File: src/rtl/pof_pkg.sv
package pof_pkg;
  // strobes from the pairing control to the datapath
  typedef struct packed {
    logic single;    // single-port layout in force
    logic loadEven;  // hold the current pixel as the even half of a pair
    logic capture;   // move data and timing into the output stage
  } pofStrobe_t;

  localparam int NUM_CTRL = 3; // DE, HS, VS
endpackage

File: src/rtl/pof_ctrl.sv
module pof_ctrl
  import pof_pkg::*;
(
  input  logic       clk,
  input  logic       rstN,
  input  logic       deIn,
  input  logic       cfgSingle,
  output pofStrobe_t stb
);
  logic dePrev;
  logic lastEven;
  logic deRise;
  logic curEven;

  // a DE run always starts on an even pixel, otherwise the phase alternates
  assign deRise  = deIn & ~dePrev;
  assign curEven = deRise | ~lastEven;

  assign stb.single   = cfgSingle;
  assign stb.loadEven = ~cfgSingle & curEven;
  assign stb.capture  = cfgSingle | ~curEven;

  always_ff @(posedge clk) begin
    if (!rstN) begin
      dePrev   <= 1'b0;
      lastEven <= 1'b0;
    end else begin
      dePrev   <= deIn;
      lastEven <= curEven;
    end
  end

  // in dual mode a capture is never followed by another capture
  a_r4_half_rate: assert property (@(posedge clk) disable iff (!rstN)
    (!cfgSingle && stb.capture) |=> (cfgSingle || !stb.capture));

  // the first pixel of a run is held as even, not captured
  a_r3_run_starts_even: assert property (@(posedge clk) disable iff (!rstN)
    (!cfgSingle && deIn && !dePrev) |-> (stb.loadEven && !stb.capture));
endmodule

File: src/rtl/pof_datapath.sv
module pof_datapath
  import pof_pkg::*;
#(
  parameter int PIX_W = 24
) (
  input  logic                clk,
  input  logic                rstN,
  input  pofStrobe_t          stb,
  input  logic [PIX_W-1:0]    pixIn,
  input  logic [NUM_CTRL-1:0] ctrlIn,   // {vs, hs, de}
  input  logic                enPortA,
  input  logic                enPortB,
  input  logic                enCtrl,
  input  logic                enClk,
  input  logic                triSel,
  input  logic [NUM_CTRL-1:0] polCtrl,  // {vs, hs, de}
  input  logic                polClk,
  output logic [PIX_W-1:0]    portAOut,
  output logic [PIX_W-1:0]    portBOut,
  output logic [NUM_CTRL-1:0] ctrlOut,
  output logic                dclkOut,
  output logic                oePortA,
  output logic                oePortB,
  output logic                oeCtrl,
  output logic                oeClk
);
  logic [PIX_W-1:0]    evenReg;
  logic [PIX_W-1:0]    aReg;
  logic [PIX_W-1:0]    bReg;
  logic [NUM_CTRL-1:0] ctrlReg;
  logic                clkReg;

  always_ff @(posedge clk) begin
    if (!rstN) begin
      evenReg <= '0;
      aReg    <= '0;
      bReg    <= '0;
      ctrlReg <= '0;
      clkReg  <= 1'b0;
    end else begin
      clkReg <= stb.capture;
      if (stb.loadEven) evenReg <= pixIn;
      if (stb.capture) begin
        aReg    <= stb.single ? pixIn : evenReg;
        bReg    <= stb.single ? '0 : pixIn;
        ctrlReg <= ctrlIn;
      end
    end
  end

  // output gating: a disabled group drives 0, polarity only when enabled
  assign portAOut = enPortA ? aReg : '0;
  assign portBOut = enPortB ? bReg : '0;
  assign dclkOut  = enClk & (clkReg ^ polClk);

  for (genvar i = 0; i < NUM_CTRL; i++) begin : g_ctrl
    assign ctrlOut[i] = enCtrl & (ctrlReg[i] ^ polCtrl[i]);
  end

  assign oePortA = enPortA | ~triSel;
  assign oePortB = enPortB | ~triSel;
  assign oeCtrl  = enCtrl  | ~triSel;
  assign oeClk   = enClk   | ~triSel;

  // single mode puts the previous cycle's pixel on port A, port B idle
  a_r2_single_path: assert property (@(posedge clk) disable iff (!rstN)
    stb.single |=> (aReg == $past(pixIn) && bReg == '0));

  // a dual-mode pair holds the two pixels presented before the strobe
  a_r3_pair_order: assert property (@(posedge clk) disable iff (!rstN)
    (clkReg && $past(!stb.single) && $past(!stb.single, 2))
      |-> (aReg == $past(pixIn, 2) && bReg == $past(pixIn)));

  // with drive-low selected every pad stays enabled
  a_r7_drive_low_keeps_oe: assert property (@(posedge clk) disable iff (!rstN)
    !triSel |-> (oePortA && oePortB && oeCtrl && oeClk));

  // a disabled port never shows data
  a_r6_disabled_quiet: assert property (@(posedge clk) disable iff (!rstN)
    (!enPortA |-> portAOut == '0) and (!enClk |-> !dclkOut));
endmodule

File: src/rtl/panel_out_fmt.sv
module panel_out_fmt
  import pof_pkg::*;
#(
  parameter int PIX_W = 24
) (
  input  logic             clk,
  input  logic             rstN,
  input  logic [PIX_W-1:0] pixIn,
  input  logic             deIn,
  input  logic             hsIn,
  input  logic             vsIn,
  input  logic             cfgSingle,
  input  logic             cfgEnPortA,
  input  logic             cfgEnPortB,
  input  logic             cfgEnCtrl,
  input  logic             cfgEnClk,
  input  logic             cfgTriSel,
  input  logic             cfgPolDe,
  input  logic             cfgPolVs,
  input  logic             cfgPolHs,
  input  logic             cfgPolClk,
  output logic [PIX_W-1:0] portAOut,
  output logic [PIX_W-1:0] portBOut,
  output logic             deOut,
  output logic             hsOut,
  output logic             vsOut,
  output logic             dclkOut,
  output logic             oePortA,
  output logic             oePortB,
  output logic             oeCtrl,
  output logic             oeClk
);
  pofStrobe_t          stb;
  logic [NUM_CTRL-1:0] ctrlOut;

  pof_ctrl u_ctrl (
    .clk       (clk),
    .rstN      (rstN),
    .deIn      (deIn),
    .cfgSingle (cfgSingle),
    .stb       (stb)
  );

  pof_datapath #(.PIX_W(PIX_W)) u_dp (
    .clk      (clk),
    .rstN     (rstN),
    .stb      (stb),
    .pixIn    (pixIn),
    .ctrlIn   ({vsIn, hsIn, deIn}),
    .enPortA  (cfgEnPortA),
    .enPortB  (cfgEnPortB),
    .enCtrl   (cfgEnCtrl),
    .enClk    (cfgEnClk),
    .triSel   (cfgTriSel),
    .polCtrl  ({cfgPolVs, cfgPolHs, cfgPolDe}),
    .polClk   (cfgPolClk),
    .portAOut (portAOut),
    .portBOut (portBOut),
    .ctrlOut  (ctrlOut),
    .dclkOut  (dclkOut),
    .oePortA  (oePortA),
    .oePortB  (oePortB),
    .oeCtrl   (oeCtrl),
    .oeClk    (oeClk)
  );

  assign deOut = ctrlOut[0];
  assign hsOut = ctrlOut[1];
  assign vsOut = ctrlOut[2];
endmodule

File: config.mk
export PLATFORM = sky130hd
export DESIGN_NAME = panel_out_fmt
export DESIGN_NICKNAME = d
export VERILOG_FILES = /design/src/rtl/pof_pkg.sv /design/src/rtl/pof_ctrl.sv /design/src/rtl/pof_datapath.sv /design/src/rtl/panel_out_fmt.sv
export SDC_FILE = /design/constraint.sdc
export NUM_CORES = 1
export LEC_CHECK = 0
export BUFFER_PORTS_ARGS = -buffer_cell sky130_fd_sc_hd__buf_2
export CORE_UTILIZATION = 40
export CTS_BUF_LIST = sky130_fd_sc_hd__clkbuf_4 sky130_fd_sc_hd__clkbuf_8
export CTS_CLUSTER_DIAMETER = 100
export DETAILED_ROUTE_END_ITERATION = 6
export HOLD_SLACK_MARGIN = 0.1
export PLACE_DENSITY = 0.72
export SKIP_CTS_REPAIR_TIMING = 1
export SYNTH_ARGS = -nofsm -noshare
export SYNTH_HDL_FRONTEND = slang
export SYNTH_SLANG_ARGS = --single-unit
File: constraint.sdc
create_clock -name clk -period 1.2 [get_ports clk]
set_input_delay 0.06 -clock clk [delete_from_list [all_inputs] [get_ports clk]]
set_output_delay 0.06 -clock clk [all_outputs]
set_load 0.02 [all_outputs]
==> flow_summary.ini, run 1 <==
[timing]
final-setup-viol-count = 0
skew_ns = 0.0135
relSlewSlack = 0.725
fin_ws_ns = 0.0117
worstMarginPinSlew_ns = 0.413
grt_setup_unrepaired = yes
fmax_mhz = 842
period_needed_ns = 1.19
final_max_slew_viol_count = 0
hold_viol = 0
min_period_over_period = 0.990

[cts]
clkSlewWorstSetupHoldPaths_ns = 0.08
cts_tree = done
insertion_delay_ns = 0.35
clockRootBuffer = clkbuf_8
cts_sinks = 78
cts-buffers-inserted = 9
clk_path_buf_depth = 2
h-tree-depth = 3

[floorplan]
rows = 33
chipWidth_um = 96.1
io_pins = 95
fp.dieH_um = 96.1
dieArea_um2 = 9230
core_area_um2 = 8380
start_util = 0.422

[power]
switching_share = 0.266
seq_power_share = 0.445
ir_worst_vdd_v = 0.000903
p_int_mw = 4.70
p_clk_frac = 0.374
power_frac_comb = 0.181
p_sw_mw = 1.70
cellLeakagePower_nw = 2.04
power.total_mw = 6.40
power.density_nw_per_um2 = 1310

[worst_setup_path]
cp.arrival_ns = 1.41
cpMostUsedCell = a211oi_2
critical_path_class = flip-flop to flip-flop
cp-end-kind = flip-flop
worst_path_max_delay_cell = dfxtp_1
crit_path_cell_trace = nand2b_4, buf_12, a211oi_2, a211oi_2
reg2reg_slack_ns = 0.01
cp-start-kind = flip-flop
reg2regPathDepth = 4
r2r_start = u_ctrl.dePrev
cp_slowest_stage_delay_ns = 0.33
worstPathRequired_ns = 1.42
crit_fanout = 18
r2r-end = u_dp.aReg[21]

[hold_path]
min_from = deIn
min_path_cells = 3
hold-path-endpoint = u_dp.clkReg
min_path_type = input pin to flip-flop

[logic_synthesis]
synth.distinct_cells = 28
synth_area_um2 = 3540
ys_seq_elements = 78
seq_area_frac_synth = 0.441
synthesis.instances = 392
synth_area_per_cell_um2 = 9.03
synth_nets = 431
yosys_warnings = 0

[drt]
wirelength_um = 10200
drc_errors = 0
detail_route.wl_per_cell_um = 16.4
via_per_inst = 5.46
vias = 3380
drt_pre_antenna_iters = 5
ant_nets = 0
initialDrtViolationCount = 198

[grt]
grt.busiest_layer = met2
met3_usage = 0.0458
grt_use_total = 0.213
first_global_vias = 3020
grt_max_degree = 31
grt_antenna_before_repair = 0
grt_first_pass_wirelength_um = 14900
grt_overflow = 0
met2_usage = 0.362
use_met1 = 0.271

[cells_and_area]
fin_nets = 549
area_delta_synth_final_pct = 37.7
drive_gt1_frac = 0.362
postLayoutCoreUtil = 0.582
antenna_cells = 0

[run]
cap_violations = 0

[placement]
gp_congestion = 0.877
post-place-ws_ns = -0.128
hpwlAfterDp_um = 6440
numPortBuffers = 94

[run_status]
outcome = finished, final reports clean
-- kinds of logic after synthesis --
kind of cell | Yosys count | synth area share
xor+xnor | 4 | 0.00990
buf+inv | 42 | 0.0580
mux | 4 | 0.0113
flops | 78 | 0.441
simple gates | 117 | 0.177
compound gates | 147 | 0.302
-- how the worst max path moves through the flow --
| stage | start | endpoint |
|---|---|---|
| global route | u_dp.ctrlReg[0] | deOut |
| CTS | u_ctrl.dePrev | u_dp.aReg[14] |
| global placement | u_ctrl.dePrev | u_dp.aReg[14] |
| floorplan | u_ctrl.lastEven | u_dp.evenReg[10] |
| detailed placement | u_ctrl.dePrev | u_dp.aReg[14] |
| finish | u_ctrl.dePrev | u_dp.aReg[21] |
-- layer usage --
| layer | share of wire | vias to the layer above |
|---|---|---|
| met3 | 0.060 | 16 |
| met1 | 0.43 | 1592 |
| met4 | 0.015 | 0 |
| met2 | 0.50 | 147 |
| li1 | - | 1625 |
| met5 | 0 | - |
-- flip-flops by register name, indices dropped and copies added (netlist names) --
| register | count |
|---|---|
| u_dp.ctrlReg | 3 |
| u_dp.clkReg | 1 |
| u_dp.evenReg | 24 |
| u_ctrl.lastEven | 1 |
| u_ctrl.dePrev | 1 |
| u_dp.bReg | 24 |
| u_dp.aReg | 24 |
-- cells in the mapped netlist --
| cell | number | area share |
|---|---|---|
| a22o_1 | 23 | 0.057 |
| dfxtp_1 | 78 | 0.44 |
| nand2b_2 | 1 | 0.0025 |
| a211oi_1 | 26 | 0.055 |
| a21oi_2 | 1 | 0.0025 |
| buf_4 | 8 | 0.017 |
| o21ai_0 | 44 | 0.062 |
| xor2_1 | 4 | 0.0099 |
| a21oi_4 | 1 | 0.0046 |
| a211oi_2 | 20 | 0.071 |
| inv_1 | 2 | 0.0021 |
| a31oi_1 | 1 | 0.0018 |
| a31oi_4 | 1 | 0.0060 |
| nor2b_1 | 1 | 0.0018 |
| mux2i_1 | 4 | 0.011 |
| nor2_2 | 1 | 0.0018 |
| and2_1 | 52 | 0.092 |
| clkbuf_1 | 13 | 0.014 |
| buf_2 | 14 | 0.020 |
| a21oi_1 | 24 | 0.034 |
| buf_1 | 3 | 0.0032 |
| o21ai_1 | 6 | 0.0085 |
| nand2_1 | 8 | 0.0085 |
| and2b_2 | 1 | 0.0025 |
| nand2b_1 | 5 | 0.0088 |
| nor2_1 | 23 | 0.024 |
| nand3_1 | 25 | 0.035 |
| inv_2 | 2 | 0.0021 |
-- layout make-up --
cell class                      instances  area (um^2)
Sequential cell                        78         1570
Fill cell                             738         3510
Clock inverter                          4         95.1
Timing Repair Buffer                  145         1030
Clock buffer                           11          145
Inverter                                4         15.0
Multi-Input combinational cell        272         1890
Tap cell                              105          131
-- power groups by stage --
stage / registers [mW] / logic, mW / clock network, mW
2_1_floorplan: 2.85 / 0.653 / 0
3_3_place_gp: 2.88 / 0.969 / 0
3_5_place_dp: 2.89 / 0.994 / 0
4_1_cts: 2.83 / 0.998 / 2.41
5_1_grt: 2.86 / 1.25 / 2.52
6_report: 2.84 / 1.16 / 2.39
-- stage by stage --
stage	cell area (um^2)	setup TNS, ns	hold slack (ns)	std cells
finish	4870	0	0.166	619
global route	4870	-0.270	0.187	619
CTS	4430	-1.63	-0.0649	591
detailed placement	4190	-1.14	0.302	576
global placement	4190	-0.136	0.299	576
floorplan	3540	0	0.171	392
-- worst max-delay path, delay by kind of cell (launching register included) --
kind,cells,cell delay (ns)
DFF,1,0.33
AOI/OAI and AO/OA,2,0.32
and+or+nand+nor,1,0.22
buffers and inverters,1,0.19
-- layout by cell type, fill, tap and decap left out, drive strengths merged --
cell type and count:
xor2 4, nand3 25, clkinv 1, mux2i 4
nor2 24, dfxtp 78, o21ai 50, clkbuf 12
nand2 8, a31oi 2, inv 4, and2b 1
nand2b 6, a22o 23, dlygate4sd3 27, buf 117
nor2b 1, a211oi 46, bufinv 3, and2 52
a21oi 26
Note: power is estimated with default switching activity, not from simulation.
==> run 2: changes to the inputs <==
--- a/config.mk
+++ b/config.mk
@@ -5,13 +5,13 @@
 export SDC_FILE = /design/constraint.sdc
 export NUM_CORES = 1
 export LEC_CHECK = 0
-export BUFFER_PORTS_ARGS = -buffer_cell sky130_fd_sc_hd__buf_2
+export BUFFER_PORTS_ARGS = -buffer_cell sky130_fd_sc_hd__clkbuf_2
 export CORE_UTILIZATION = 40
 export CTS_BUF_LIST = sky130_fd_sc_hd__clkbuf_4 sky130_fd_sc_hd__clkbuf_8
 export CTS_CLUSTER_DIAMETER = 100
 export DETAILED_ROUTE_END_ITERATION = 6
 export HOLD_SLACK_MARGIN = 0.1
-export PLACE_DENSITY = 0.72
+export PLACE_DENSITY = 0.69
 export SKIP_CTS_REPAIR_TIMING = 1
 export SYNTH_ARGS = -nofsm -noshare
 export SYNTH_HDL_FRONTEND = slang
==> constraint.sdc (replaced) <==
create_clock -name clk -period 1.3 [get_ports clk]
set_input_delay 0.065 -clock clk [delete_from_list [all_inputs] [get_ports clk]]
set_output_delay 0.065 -clock clk [all_outputs]
set_load 0.02 [all_outputs]
==> flow_summary.ini, run 2 (synthesis gave the netlist of run 1 again) <==
[timing]
hold_viol = 0
relSlewSlack = 0.669
final_max_slew_viol_count = 0
fmax_mhz = 811
skew_ns = 0.00798
period_needed_ns = 1.23
worstMarginPinSlew_ns = 0.497
grt_setup_unrepaired = no
min_period_over_period = 0.948
final-setup-viol-count = 0

[grt]
grt_max_degree = 35
first_global_vias = 3078
grt_antenna_before_repair = 0
grt_overflow = 0
grt_first_pass_wirelength_um = 15100
grt_use_total = 0.216

[drt]
ant_nets = 0
wirelength_um = 9810
detail_route.wl_per_cell_um = 15.9
drt_pre_antenna_iters = 4
initialDrtViolationCount = 127
vias = 3324
drc_errors = 0
via_per_inst = 5.39

[floorplan]
rows = 33
start_util = 0.422
fp.dieH_um = 96.1
core_area_um2 = 8380
chipWidth_um = 96.1
dieArea_um2 = 9230
io_pins = 95

[hold_path]
min_path_cells = 4
min_path_type = input pin to flip-flop
min_from = rstN
hold-path-endpoint = u_ctrl.dePrev

[cells_and_area]
postLayoutCoreUtil = 0.563
reg_top3 = u_dp.aReg x24, u_dp.bReg x24, u_dp.evenReg x24
area_delta_synth_final_pct = 33.3
final_cell_mix = clkbuf_2 (94), dfxtp_1 (77), and2_1 (52)
fin_area_um2 = 4720
nFillCells = 780
final_common_cell = clkbuf_2
drive_gt1_frac = 0.316
fin_nets = 546
antenna_cells = 0

[power]
p_clk_frac = 0.387
power.density_nw_per_um2 = 1250
ir_worst_vdd_v = 0.000797
p_int_mw = 4.37
seq_power_share = 0.444
power_frac_comb = 0.169
p_sw_mw = 1.51
switching_share = 0.257
cellLeakagePower_nw = 1.97

[cts]
clockRootBuffer = clkbuf_8
insertion_delay_ns = 0.35
clkSlewWorstSetupHoldPaths_ns = 0.08
cts_tree = done
cts_sinks = 78
cts-buffers-inserted = 9
h-tree-depth = 3
clk_path_buf_depth = 2

[placement]
gp_congestion = 0.824
hpwlAfterDp_um = 6340
numPortBuffers = 94
postPlaceCellArea_um2 = 4150

[worst_setup_path]
critical_path_class = flip-flop to flip-flop
crit_fanout = 25
worstPathRequired_ns = 1.53
cp-end-kind = flip-flop
cp-start-kind = flip-flop
r2r_start = u_ctrl.dePrev
r2r-end = u_dp.aReg[13]
reg2reg_slack_ns = 0.07
cp.arrival_ns = 1.46
reg2regPathDepth = 4

[run_status]
outcome = finished, final reports clean

[run]
cap_violations = 0
## run 2: cell types whose count changed in the layout (fill, tap and decap cells not counted), moves of 2 or more
cell	previous run	this run
dfxtp_1	73	77
buf_4	17	15
a211oi_2	39	21
buf_6	5	1
buf_2	90	0
clkbuf_2	0	94
o21ai_1	14	5
dfxtp_2	5	1
a211oi_1	6	25
o21ai_0	36	44
## run 2: area by class of cell
| cell class | count | area, um^2 | area share |
|---|---|---|---|
| timing repair buffer | 141 | 945 | 0.200 |
| multi-input combinational | 273 | 1810 | 0.383 |
| clock inverter | 3 | 90.1 | 0.0191 |
| sequential | 78 | 1560 | 0.331 |
| tap | 105 | 131 | 0.0278 |
| inverter | 4 | 15.0 | 0.00318 |
| clock buffer | 13 | 166 | 0.0353 |
## run 2: worst max-delay path by stage
stage	startpoint	endpoint	slack, ns
2_1_floorplan	u_ctrl.lastEven	u_dp.evenReg[10]	0.10
3_3_place_gp	u_ctrl.dePrev	u_dp.evenReg[15]	-0.002
3_5_place_dp	u_ctrl.dePrev	u_dp.evenReg[18]	-0.05
4_1_cts	u_ctrl.dePrev	u_dp.evenReg[19]	-0.08
5_1_grt	u_ctrl.dePrev	u_dp.evenReg[19]	0.01
6_report	u_ctrl.dePrev	u_dp.aReg[13]	0.07
## run 2: power groups by stage
stage	Clock, mW	Sequential [mW]	Combinational, mW
2_1_floorplan	0	2.63	0.603
3_5_place_dp	0	2.66	0.906
3_3_place_gp	0	2.66	0.888
4_1_cts	2.33	2.61	0.911
6_report	2.28	2.61	0.993
5_1_grt	2.45	2.63	1.08
## run 2: metal layers
metal / part of all wire / GRT usage / vias to the layer above
met5: 0 / 0 / -
met3: 0.051 / 0.0592 / 15
met4: 0.013 / 0.0572 / 0
li1: - / - / 1632
met1: 0.45 / 0.280 / 1564
met2: 0.48 / 0.351 / 113
## run 2: critical path: stages, from the launching register on
cell      delay [ns]
dfxtp_1         0.33
nand2b_4        0.20
buf_12          0.18
a211oi_1        0.33
a211oi_2        0.06
## run 2: metrics by stage
stage	hold WS [ns]	TNS, ns	setup WS, ns	total power [mW]	std cells
finish	0.134	0	0.0677	5.88	617
global route	0.130	0	0.0103	6.15	617
CTS	-0.0646	-1.52	-0.0791	5.84	589
detailed placement	0.305	-0.872	-0.0549	3.57	573
global placement	0.299	-0.0103	-0.00152	3.55	573
floorplan	0.176	0	0.102	3.24	392
